File: config.mk
export PLATFORM = sky130hd
export DESIGN_NAME = sar_mux_ctrl
export DESIGN_NICKNAME = d
export VERILOG_FILES = /design/src/rtl/sar_mux_pkg.sv /design/src/rtl/sar_cfg_decode.sv /design/src/rtl/sar_acq_timer.sv /design/src/rtl/sar_approx_reg.sv /design/src/rtl/sar_mux_ctrl.sv
export SDC_FILE = /design/constraint.sdc
export NUM_CORES = 1
export LEC_CHECK = 0
export ABC_AREA = 1
export BUFFER_PORTS_ARGS = -buffer_cell sky130_fd_sc_hd__buf_2
export CAP_MARGIN = 5
export CORE_UTILIZATION = 50
export CTS_BUF_LIST = sky130_fd_sc_hd__clkbuf_8 sky130_fd_sc_hd__clkbuf_16
export CTS_CLUSTER_SIZE = 28
export DETAILED_ROUTE_END_ITERATION = 7
export PLACE_DENSITY = 0.75
export SETUP_SLACK_MARGIN = 0.3
export SYNTH_ARGS = -nofsm -noshare
export SYNTH_HDL_FRONTEND = slang
export SYNTH_HIERARCHICAL = 1
export SYNTH_SLANG_ARGS = --single-unit
export TNS_END_PERCENT = 1
File: constraint.sdc
create_clock -name clk -period 1.7 [get_ports clk]
set_input_delay 0.255 -clock clk [delete_from_list [all_inputs] [get_ports clk]]
set_output_delay 0.255 -clock clk [all_outputs]
set_load 0.1 [all_outputs]
File: src/rtl/sar_mux_pkg.sv
`timescale 1ns/1ps
package sar_mux_pkg;
  typedef enum logic [1:0] {
    ST_IDLE = 2'd0,
    ST_ACQ  = 2'd1,
    ST_CONV = 2'd2
  } sar_state_e;
endpackage

File: src/rtl/sar_cfg_decode.sv
`timescale 1ns/1ps
module sar_cfg_decode #(
  parameter int NUM_CH = 8,
  parameter int CFG_W  = 4
) (
  input  logic [CFG_W-1:0]  cfg,
  output logic [NUM_CH-1:0] analog_mask
);
  // Number of leading analog channels (0..NUM_CH) or a sparse pattern.
  logic [NUM_CH-1:0] low_run [0:NUM_CH];

  // Contiguous-run masks: low_run[n] has channels 0..n-1 analog.
  for (genvar n = 0; n <= NUM_CH; n++) begin : g_run
    for (genvar b = 0; b < NUM_CH; b++) begin : g_bit
      assign low_run[n][b] = (b < n);
    end
  end

  always_comb begin
    analog_mask = '0;
    case (cfg[3:0])
      4'b0000, 4'b0001, 4'b1000: analog_mask = low_run[NUM_CH];
      4'b0010, 4'b0011, 4'b1100: analog_mask = low_run[5];
      4'b0100, 4'b0101: begin
        analog_mask    = '0;
        analog_mask[0] = 1'b1;
        analog_mask[1] = 1'b1;
        analog_mask[3] = 1'b1;
      end
      4'b0110, 4'b0111: analog_mask = '0;
      4'b1001, 4'b1010, 4'b1011: analog_mask = low_run[6];
      4'b1101: analog_mask = low_run[4];
      4'b1110: analog_mask = low_run[1];
      4'b1111: begin
        analog_mask    = '0;
        analog_mask[0] = 1'b1;
        analog_mask[2] = 1'b1;
        analog_mask[3] = 1'b1;
      end
      default: analog_mask = '0;
    endcase
  end
endmodule

File: src/rtl/sar_acq_timer.sv
`timescale 1ns/1ps
module sar_acq_timer #(
  parameter int ACQ_CYCLES = 8
) (
  input  logic clk,
  input  logic rst_n,
  input  logic load,
  input  logic run,
  output logic expired
);
  localparam int CNT_W = $clog2(ACQ_CYCLES + 1) + 1;
  localparam logic [CNT_W-1:0] LOAD_VAL = CNT_W'(ACQ_CYCLES - 1);

  logic [CNT_W-1:0] cnt_q, cnt_d;
  logic             cnt_en;

  always_comb begin
    cnt_d  = cnt_q;
    cnt_en = 1'b0;
    if (load) begin
      cnt_d  = LOAD_VAL;
      cnt_en = 1'b1;
    end else if (run && (cnt_q != '0)) begin
      cnt_d  = cnt_q - 1'b1;
      cnt_en = 1'b1;
    end
  end

  always_ff @(posedge clk or negedge rst_n) begin
    if (!rst_n) begin
      cnt_q <= '0;
    end else if (cnt_en) begin
      cnt_q <= cnt_d;
    end
  end

  assign expired = run && (cnt_q == '0);
endmodule

File: src/rtl/sar_approx_reg.sv
`timescale 1ns/1ps
module sar_approx_reg #(
  parameter int RES_W = 10
) (
  input  logic             clk,
  input  logic             rst_n,
  input  logic             init,
  input  logic             step,
  input  logic             keep,
  output logic [RES_W-1:0] trial,
  output logic [RES_W-1:0] final_code,
  output logic             last
);
  localparam logic [RES_W-1:0] TOP_BIT = {1'b1, {(RES_W-1){1'b0}}};

  logic [RES_W-1:0] acc_q, acc_d;
  logic [RES_W-1:0] ptr_q, ptr_d;
  logic             reg_en;

  assign trial = acc_q | ptr_q;

  always_comb begin
    acc_d  = acc_q;
    ptr_d  = ptr_q;
    reg_en = 1'b0;
    if (init) begin
      acc_d  = '0;
      ptr_d  = TOP_BIT;
      reg_en = 1'b1;
    end else if (step) begin
      acc_d  = keep ? trial : acc_q;
      ptr_d  = ptr_q >> 1;
      reg_en = 1'b1;
    end
  end

  always_ff @(posedge clk or negedge rst_n) begin
    if (!rst_n) begin
      acc_q <= '0;
      ptr_q <= '0;
    end else if (reg_en) begin
      acc_q <= acc_d;
      ptr_q <= ptr_d;
    end
  end

  assign final_code = keep ? trial : acc_q;
  assign last       = ptr_q[0];
endmodule

File: src/rtl/sar_mux_ctrl.sv
`timescale 1ns/1ps
module sar_mux_ctrl #(
  parameter int RES_W      = 10,
  parameter int NUM_CH     = 8,
  parameter int CFG_W      = 4,
  parameter int ACQ_CYCLES = 8
) (
  input  logic                      clk,
  input  logic                      rst_n,
  input  logic                      cfg_we,
  input  logic [CFG_W-1:0]          cfg_code,
  input  logic [$clog2(NUM_CH)-1:0] chan_sel,
  input  logic                      start,
  input  logic                      cmp_keep,
  output logic [$clog2(NUM_CH)-1:0] mux_sel,
  output logic [RES_W-1:0]          dac_code,
  output logic                      busy,
  output logic                      done,
  output logic                      err,
  output logic [RES_W-1:0]          result
);
  import sar_mux_pkg::*;

  localparam int CH_W = $clog2(NUM_CH);

  sar_state_e        state_q, state_d;
  logic [CH_W-1:0]   chan_q, chan_d;
  logic [CFG_W-1:0]  cfg_q, cfg_d;
  logic [RES_W-1:0]  result_q, result_d;
  logic              done_q, done_d;
  logic              err_q, err_d;
  logic              chan_en, result_en;

  logic [NUM_CH-1:0] analog_mask;
  logic              acq_load, acq_run, acq_expired;
  logic              sar_init, sar_step, sar_last;
  logic [RES_W-1:0]  sar_trial, sar_final;

  sar_cfg_decode #(.NUM_CH(NUM_CH), .CFG_W(CFG_W)) u_decode (
    .cfg         (cfg_q),
    .analog_mask (analog_mask)
  );

  sar_acq_timer #(.ACQ_CYCLES(ACQ_CYCLES)) u_timer (
    .clk     (clk),
    .rst_n   (rst_n),
    .load    (acq_load),
    .run     (acq_run),
    .expired (acq_expired)
  );

  sar_approx_reg #(.RES_W(RES_W)) u_sar (
    .clk        (clk),
    .rst_n      (rst_n),
    .init       (sar_init),
    .step       (sar_step),
    .keep       (cmp_keep),
    .trial      (sar_trial),
    .final_code (sar_final),
    .last       (sar_last)
  );

  assign acq_run = (state_q == ST_ACQ);

  // Next-state logic.
  always_comb begin
    state_d   = state_q;
    chan_d    = chan_q;
    chan_en   = 1'b0;
    result_d  = result_q;
    result_en = 1'b0;
    done_d    = 1'b0;
    err_d     = 1'b0;
    acq_load  = 1'b0;
    sar_init  = 1'b0;
    sar_step  = 1'b0;
    cfg_d     = cfg_we ? cfg_code : cfg_q;
    case (state_q)
      ST_IDLE: begin
        if (start) begin
          if (analog_mask[chan_sel]) begin
            state_d  = ST_ACQ;
            chan_d   = chan_sel;
            chan_en  = 1'b1;
            acq_load = 1'b1;
          end else begin
            err_d = 1'b1;
          end
        end
      end
      ST_ACQ: begin
        if (acq_expired) begin
          state_d  = ST_CONV;
          sar_init = 1'b1;
        end
      end
      ST_CONV: begin
        sar_step = 1'b1;
        if (sar_last) begin
          result_d  = sar_final;
          result_en = 1'b1;
          done_d    = 1'b1;
          state_d   = ST_IDLE;
        end
      end
      default: state_d = ST_IDLE;
    endcase
  end

  // Registers.
  always_ff @(posedge clk or negedge rst_n) begin
    if (!rst_n) begin
      state_q <= ST_IDLE;
      cfg_q   <= '0;
      done_q  <= 1'b0;
      err_q   <= 1'b0;
    end else begin
      state_q <= state_d;
      cfg_q   <= cfg_d;
      done_q  <= done_d;
      err_q   <= err_d;
    end
  end

  always_ff @(posedge clk or negedge rst_n) begin
    if (!rst_n) begin
      chan_q <= '0;
    end else if (chan_en) begin
      chan_q <= chan_d;
    end
  end

  always_ff @(posedge clk or negedge rst_n) begin
    if (!rst_n) begin
      result_q <= '0;
    end else if (result_en) begin
      result_q <= result_d;
    end
  end

  assign mux_sel  = chan_q;
  assign dac_code = (state_q == ST_CONV) ? sar_trial : '0;
  assign busy     = (state_q != ST_IDLE);
  assign done     = done_q;
  assign err      = err_q;
  assign result   = result_q;
endmodule

# After elaboration in Yosys (flattened, before gate mapping)
# Memory sizes are Yosys's and may differ from the RTL's.
# Cells that the tools add are included.
[op_classes]
add_sub_neg = 1
multipliers = 0
div_mod_pow = 0
n_lt_le_gt_ge = 1
eq_ne = 6
shifts = 0
n_mux = 30
bitwise = 1
n_reduce_logical = 13
[ops]
columns = ["cell", "count"]
rows = [
  ["$mux W10", 6],
  ["$mux W1", 16],
  ["$mux W5", 2],
  ["$or A10 B10 Y10", 1],
  ["$mux W2", 4],
  ["$reduce_and A4 Y1", 2],
  ["$ne A2 B2 Y1 const B", 3],
  ["$pmux W2 S3", 1],
  ["$reduce_bool A2 Y1", 3],
  ["$logic_not A5 Y1", 1],
  ["$reduce_bool A5 Y1", 1],
  ["$sub A5 B1 Y5 const B", 1],
  ["$lt A3 B4 Y1 const B", 1],
  ["$reduce_and A2 Y1", 2],
  ["$bmux W1 S3", 1],
  ["$reduce_and A3 Y1", 1],
  ["$eq A2 B1 Y1 const B", 1],
  ["$eq A2 B2 Y1 const B", 1],
  ["$logic_and A1 B1 Y1", 2],
  ["$logic_not A2 Y1", 1],
  ["$ne A2 B1 Y1 const B", 1],
]
[word_totals]
regBits = 46
latchBits = 0
ram_bits = 0
romBits = 128
input_bits = 12
out_inout_bits = 26
elab_cells = 62
mem_count = 1
[memory_table]
columns = ["memory", "words", "word_bits", "read_ports", "rd_ports_with_merged_regs", "wr", "line", "text"]
rows = [
  ["(name not given)", 16, 8, 1, 0, 0, "sar_cfg_decode.sv:21", "case (cfg[3:0])"],
]

# Longest topological paths before layout
# Gate-level depths: netlist of the first run.
# An unclocked memory read counts as a cell.
[logic_depth]
word_depth = 8
depth_mapped = 14
ltp_nobuf = 13

# Modules after synthesis
# The synthesis of the first run kept the hierarchy.
[by_module_without_submodules]
columns = ["module", "instances", "cells_per_inst", "area_each_um2", "seq_area_each_um2"]
rows = [
  ["sar_mux_ctrl", 1, 129, 1029.7, 525.5],
  ["sar_approx_reg", 1, 117, 960.9, 500.5],
  ["sar_acq_timer", 1, 39, 300.3, 125.1],
  ["sar_cfg_decode", 1, 17, 73.8, 0.0],
]

# Worst setup path before layout of the first run
# Ideal clock, no wire load.
[synth_timing]
kind = "reg-to-output"
from = "reg state_q[0]"
to = "out dac_code[0]"
arrival_time_ns = 2.201
required_time_ns = 1.445
slack_ns = -0.756
path_stages_with_launch = 5
path_buffers = 1
path_cell_list = "dfrtp_1 -> nor2_1 -> inv_1 -> clkbuf_1 -> nor2_1"
[synth_between]
elab_chain_cells = 2
[synth_lines]
columns = ["item", "line", "text"]
rows = [
  ["from (decl)", "sar_mux_ctrl.sv:26", "sar_state_e state_q, state_d;"],
  ["from (signal assigned)", "sar_mux_ctrl.sv:118", "state_q <= state_d;"],
  ["$eq A2 B2 Y1", "sar_mux_ctrl.sv:142", "assign dac_code = (state_q == ST_CONV) ? sar_trial : '0;"],
  ["$mux W10", "sar_mux_ctrl.sv:142", ""],
  ["to (decl)", "sar_mux_ctrl.sv:16", "output logic [RES_W-1:0] dac_code,"],
]
# Every way passes these cells.

# Final worst setup path of the first run
[layout_timing]
from = "reg state_q[1]"
to = "out dac_code[8]"
# The elaborated chain is that of the path after synthesis.

==> results of run 1 <==
==> flip-flops by register name (all words and copies together) (netlist names) <==
name           count
result            10
cfg_q              4
err                1
done               1
state_q            2
u_sar/ptr_q       10
u_sar/acc_q       10
u_timer/cnt_q      5
mux_sel            3
==> layer usage <==
metal,track usage [%],routed length (um)
met2,37.8,2850
met4,9.78,138
met1,26.0,2250
met3,4.70,152
met5,0,0
==> per-stage QoR <==
step	instances	hold WS [ns]	cell area, um2	utilization, %	setup WS, ns
after floorplan	302	-0.0406	2470	-	-0.0725
after global placement	388	0.254	2850	64.2	0.0579
after detailed placement	388	0.253	2850	64.2	0.0163
after CTS	401	0.189	3020	68.0	0.0558
after global routing	404	0.199	3270	73.6	-0.0315
final	404	0.193	3270	73.6	0.0285
==> cell families after synthesis <==
kind of cell             synth area share (%)
AO/OA/AOI/OAI                            8.41
adder cells (fa/ha/maj)                 0.529
buffers and inverters                    14.7
flip-flops                               48.7
multiplexers                             1.90
AND/OR/NAND/NOR                          25.8
==> synthesized netlist by cell type, drive strengths merged <==
| cell | number | area [um2] |
|---|---|---|
| dfrtp | 46 | 1150 |
| o22ai | 1 | 6.26 |
| mux2 | 4 | 45.0 |
| inv | 71 | 267 |
| nand2 | 76 | 300 |
| nor2 | 31 | 119 |
| nand4 | 4 | 25.0 |
| nand3b | 1 | 11.3 |
| ha | 1 | 12.5 |
| a21boi | 1 | 7.51 |
| clkbuf | 1 | 3.75 |
| nand3 | 23 | 155 |
| buf | 8 | 76.3 |
| o21ai | 23 | 130 |
| a21oi | 11 | 55.1 |
==> critical path, cell delays in order (launching register included) <==
cell and delay [ns]:
dfrtp_1 0.38, inv_2 0.06, nor2_2 0.14, inv_2 0.09, buf_12 0.16, nor2_4 0.11
buf_12 0.18
==> power groups by stage <==
stage / logic [mW] / clock network [mW] / registers, mW
2_1_floorplan: 0.882 / 0 / 1.62
3_3_place_gp: 1.38 / 0 / 1.37
3_5_place_dp: 1.42 / 0 / 1.38
4_1_cts: 1.48 / 0.800 / 1.36
5_1_grt: 1.94 / 0.834 / 1.40
6_report: 1.80 / 0.784 / 1.37
==> cell type report <==
cell class | count | area (um2) | share of cell area [%]
inverters | 71 | 285 | 8.73
clock buffers | 5 | 68.8 | 2.10
flip-flops and latches | 46 | 1150 | 35.3
repair buffers | 49 | 500 | 15.3
well taps | 52 | 65.1 | 1.99
repair inverters | 2 | 22.5 | 0.689
multi-input cells | 176 | 1140 | 34.7
clock inverters | 3 | 37.5 | 1.15
==> final timing paths <==
kind,depth (start not counted),from,to
worst max register to register,11,state_q[1],u_sar/ptr_q[3]
max in group asynchronous,3,rst_n,cfg_q[2]
worst min register to register,2,mux_sel[1],mux_sel[1]
worst max-delay path,6,state_q[1],dac_code[8]
min in group asynchronous,3,rst_n,mux_sel[1]
worst min-delay path,2,cfg_code[0],cfg_q[0]
==> what timing repair did <==
item | 4_1_cts | 5_1_grt
hold endpoints to repair | 46 | 0
hold buffers | 1 | 0
resized for setup | 4 | 76
gates cloned | 0 | 2
setup endpoints to repair | 39 | 51
setup buffers | 4 | 1
pin swaps | 1 | 27
==> flow_summary.yaml, run 1 <==
synth:
  synth_fp_nets: 315
  ys_ff_latch: 46
  avgSynthCellArea_um2: 7.83
  yosysSeqAreaShare_pct: 48.7
  synth_area_um2: 2360
  syn_inst: 302
  yosysWarningCount: 6
  ys_types: 25
pwr:
  seq_power_share_pct: 34.6
  internal-power_mw: 2.26
  p_comb_share_pct: 45.6
  vdd_drop_max_mv: 0.779
  p_per_area_nw_per_um2: 1210
  switching_share_pct: 43.0
  switchingPower_mw: 1.70
  power_mw: 3.95
  cellLeakagePower_nw: 1.61
  clockPowerShare_pct: 19.8
drt:
  detail-route-antenna-nets: 0
  drc: 4
  drt_pre_antenna_iters: 6
  drt_wl_total_um: 5390
  via_per_inst: 5.01
  dr.first_iter.drc_count: 120
  wire_per_inst_um: 13.3
  vias: 2026
floorplanning:
  chipHeight_um: 70.8
  ios: 38
  start_util_pct: 53.2
  die_area_um2: 5010
  die_x_um: 70.8
  core-area_um2: 4440
  num_rows: 24
clocking:
  clockBufferDepth: 2
  htreeDepth: 2
  cts_buffers: 5
  cts_tree: "yes"
  cts_sinks: 46
  cts_root_buf: "clkbuf_8"
  clk_pin_slew_ns: 0.08
  clkLatencyLatePin_ns: 0.30
grt:
  grt_pass1_vias: 1990
  antenna_found_initial: 0
  grt_pass1_wl_um: 8590
  grt_max_degree: 47
  grt-ovfl-total: 0
  grt_usage_pct: 21.8
timing:
  fin_crit_ns: 1.67
  maxSlewViolCount: 0
  setup_viol: 0
  tns_ns: 0
  tightest_slew_ns: 0.492
  rsz0062_at_grt: "true"
  hold_violations: 0
  max_slew_margin_pct: 67.4
  max_freq_mhz: 598
  fin_crit_sh_pct: 98.3
  clock-skew-final_ns: 0.00743
placed_design:
  portBuffers: 37
  dp_hpwl_um: 3290
  place.gp.congestion: 0.792
critical_path:
  critPathArrivalTime_ns: 1.42
  path_class: "register to primary output"
  worstPathRequired_ns: 1.44
  critPathLaunchType: "register"
  end_kind: "primary output"
  reg2reg_slack_ns: 0.08
  cp_max_fo: 8
final_layout:
  diodes: 0
  fillers: 317
  final_nets: 364
  layout_common_cells: "nand2_1, inv_1, dfrtp_1"
  area_growth_pct: 38.3
  final_layout_size_suffix_gt1_share_pct: 38.6
  final_common_cell: "nand2_1"
hold_path:
  hold_class: "input port to register"
job:
  cap_viol_max_count: 0
status:
  violations: "design-rule violations"
  status: "complete, but fails checks"
(Power assumes the default switching activity.)
==> inputs of run 2 (changes only) <==
--- a/config.mk
+++ b/config.mk
@@ -5,14 +5,13 @@
 export SDC_FILE = /design/constraint.sdc
 export NUM_CORES = 1
 export LEC_CHECK = 0
-export ABC_AREA = 1
-export BUFFER_PORTS_ARGS = -buffer_cell sky130_fd_sc_hd__buf_2
 export CAP_MARGIN = 5
-export CORE_UTILIZATION = 50
+export CORE_UTILIZATION = 55
 export CTS_BUF_LIST = sky130_fd_sc_hd__clkbuf_8 sky130_fd_sc_hd__clkbuf_16
 export CTS_CLUSTER_SIZE = 28
 export DETAILED_ROUTE_END_ITERATION = 7
-export PLACE_DENSITY = 0.75
+export DONT_BUFFER_PORTS = 1
+export PLACE_DENSITY = 0.73
 export SETUP_SLACK_MARGIN = 0.3
 export SYNTH_ARGS = -nofsm -noshare
 export SYNTH_HDL_FRONTEND = slang
==> run 2 against run 1 <==
- critical path type is now register to register
- critical path depth rose by 2
- worst setup slack got worse by 0.13 ns
- non-clock buffer count fell by 8
- sequential cell count did not move
- the flow finishes with violations (negative setup slack)
- final area fell by 11%
- clock skew fell by 0.0034 ns
- wire length fell by 16%
- via count fell by 21%
- highest routed layer unchanged
- first-iteration DRC count fell by 63%
- maximum frequency fell by 7.4%
- utilization rose by 3.3 points
- total power fell by 10%
==> flow_summary.yaml, run 2 <==
status:
  status: "complete, but fails checks"
  violations: "negative setup slack"
clocking:
  clkLatencyLatePin_ns: 0.29
  htreeDepth: 2
  cts_buffers: 5
  cts_sinks: 46
  clk_pin_slew_ns: 0.09
  cts_tree: "yes"
  clockBufferDepth: 2
  cts_root_buf: "clkbuf_8"
critical_path:
  worstPathRequired_ns: 1.87
  critPathLaunchType: "register"
  cp_max_fo: 5
  path_class: "register to register"
  end_kind: "register"
  critPathArrivalTime_ns: 1.97
pwr:
  power_mw: 3.55
  cellLeakagePower_nw: 1.51
  vdd_drop_max_mv: 1.58
  p_per_area_nw_per_um2: 1220
final_layout:
  final_common_cell: "dfrtp_1"
  area_growth_pct: 30.8
  final_nets: 249
  final_cell_count_no_fill: 285
  final_layout_size_suffix_gt1_share_pct: 41.8
  layout_common_cells: "dfrtp_1, nor2_1, buf_4"
  diodes: 0
synth:
  avgSynthCellArea_um2: 11.2
  ys_types: 35
  yosys.area.top_type: "dfrtp_1"
  synthFlopType: "dfrtp_1"
  yosys-top-cells-area: "dfrtp_1, mux2_2, mux2i_1"
  ys_ff_latch: 46
  yosysWarningCount: 6
  synth_fp_nets: 211
  synth.top_cell.area_share_pct: 51.9
  async_flop_share_pct: 100
  synth.most_common_cell: "dfrtp_1"
  syn_inst: 198
  synth_area_um2: 2220
  synth_edf_count: 0
  synth_common_cells: "dfrtp_1, nor2_1, mux2i_1"
  yosysSeqAreaShare_pct: 51.9
timing:
  max_freq_mhz: 554
  fin_crit_sh_pct: 106
  tns_ns: -1.03
  rsz0062_at_grt: "true"
  fin_crit_ns: 1.80
  clock-skew-final_ns: 0.00407
  setup_viol: 29
  hold_violations: 0
  fin_ws_ns: -0.104
  max_slew_margin_pct: 71.3
  timing.hold.ws_ns: 0.0891
  maxSlewViolCount: 0
  tightest_slew_ns: 0.429
job:
  cap_viol_max_count: 0
drt:
  vias: 1591
  wire_per_inst_um: 15.8
  detail-route-antenna-nets: 0
  via_per_inst: 5.58
  dr.first_iter.drc_count: 45
  drc: 0
  drt_wl_total_um: 4510
  drt_pre_antenna_iters: 4
placed_design:
  portBuffers: 0
  dp_hpwl_um: 2870
  place.gp.congestion: 0.782
  dp_cells: 267
grt:
  grt_pass1_wl_um: 7340
  grt-ovfl-total: 0
  grt_max_degree: 47
  grt_usage_pct: 23.2
  grt_pass1_vias: 1598
  antenna_found_initial: 0
floorplanning:
  num_rows: 22
  die_area_um2: 4290
  ios: 38
  start_util_pct: 58.8
  chipHeight_um: 65.5
  core-area_um2: 3770
  die_x_um: 65.5
hold_path:
  hold_class: "input port to register"
-- run 2: changes by cell type in the layout (fill, tap and decap cells not counted), moves of 13 or more --
cell / delta
buf_4: +18
nand2_1: -62
nor2_4: -13
buf_2: -26
mux2i_1: +15
a21o_1: +13
o21ai_2: -15
inv_1: -49
-- run 2: worst paths after layout --
kind                             startpoint          endpoint  slack [ns]  depth (start not counted)
worst max-delay path               cfg_q[1]  u_timer/cnt_q[3]       -0.10                          8
worst min-delay path            chan_sel[0]        mux_sel[0]        0.09                          1
worst max register to register     cfg_q[1]  u_timer/cnt_q[3]       -0.10                          8
worst min register to register    result[9]         result[9]        0.51                          1
max in group asynchronous             rst_n          cfg_q[3]        1.03                          2
min in group asynchronous             rst_n    u_sar/acc_q[8]        0.46                          2
-- run 2: kinds of logic after synthesis --
| group | after synthesis | share of synthesized area, % |
|---|---|---|
| and+or+nand+nor | 67 | 17.0 |
| DFF | 46 | 51.9 |
| AOI/OAI and AO/OA | 32 | 10.6 |
| muxes | 32 | 15.4 |
| buffers and inverters | 20 | 4.52 |
| adders and majority gates | 1 | 0.565 |
-- run 2: routing by layer --
| layer | share of wire [%] | up-vias | wire (um) | global-route usage [%] |
|---|---|---|---|---|
| li1 | - | 759 | - | - |
| met1 | 42 | 785 | 1910 | 27.1 |
| met2 | 53 | 43 | 2390 | 41.0 |
| met3 | 3.9 | 4 | 174 | 6.25 |
| met4 | 1.0 | 0 | 47 | 7.61 |
| met5 | 0 | - | 0 | 0 |
-- run 2: worst max-delay path, cell delays in order, from the launching register on --
cell and delay, ns:
dfrtp_2 0.43, buf_6 0.13, o31ai_2 0.21, mux2i_1 0.11, a22oi_2 0.25, nand4_4 0.18, inv_4 0.12, nand3b_1 0.16
o31ai_4 0.08
-- run 2: area by class of cell --
class	instances	area [um2]
fillers	224	872
multi-input cells	132	1030
flip-flops and latches	46	1160
repair buffers	41	504
clock inverters	3	40.0
well taps	48	60.1
clock buffers	5	68.8
inverters	10	40.0
-- run 2: per-stage QoR --
stage / util (%) / setup slack (ns) / cell area (um2)
final: 76.9 / -0.104 / 2900
after CTS: 75.7 / -0.0522 / 2860
after global routing: 76.9 / -0.192 / 2900
after global placement: 69.4 / 0.0308 / 2620
after detailed placement: 69.4 / -0.162 / 2620
after floorplan: - / 0.101 / 2230
-- run 2: repair_timing --
item / CTS / global route
hold buffers: 2 / 0
setup buffers: 8 / 0
pin swaps: 5 / 13
gates cloned: 0 / 0
gates resized for setup: 10 / 17
endpoints found under the hold margin: 46 / 0
setup endpoints to repair: 40 / 42
-- run 2: power by group --
group / switching (mW) / leakage (nW) / total (mW) / internal (mW)
logic: 0.816 / 0.842 / 1.34 / 0.521
clock network: 0.358 / 0.0579 / 0.791 / 0.433
registers: 0.165 / 0.608 / 1.42 / 1.26
total: 1.34 / 1.51 / 3.55 / 2.21
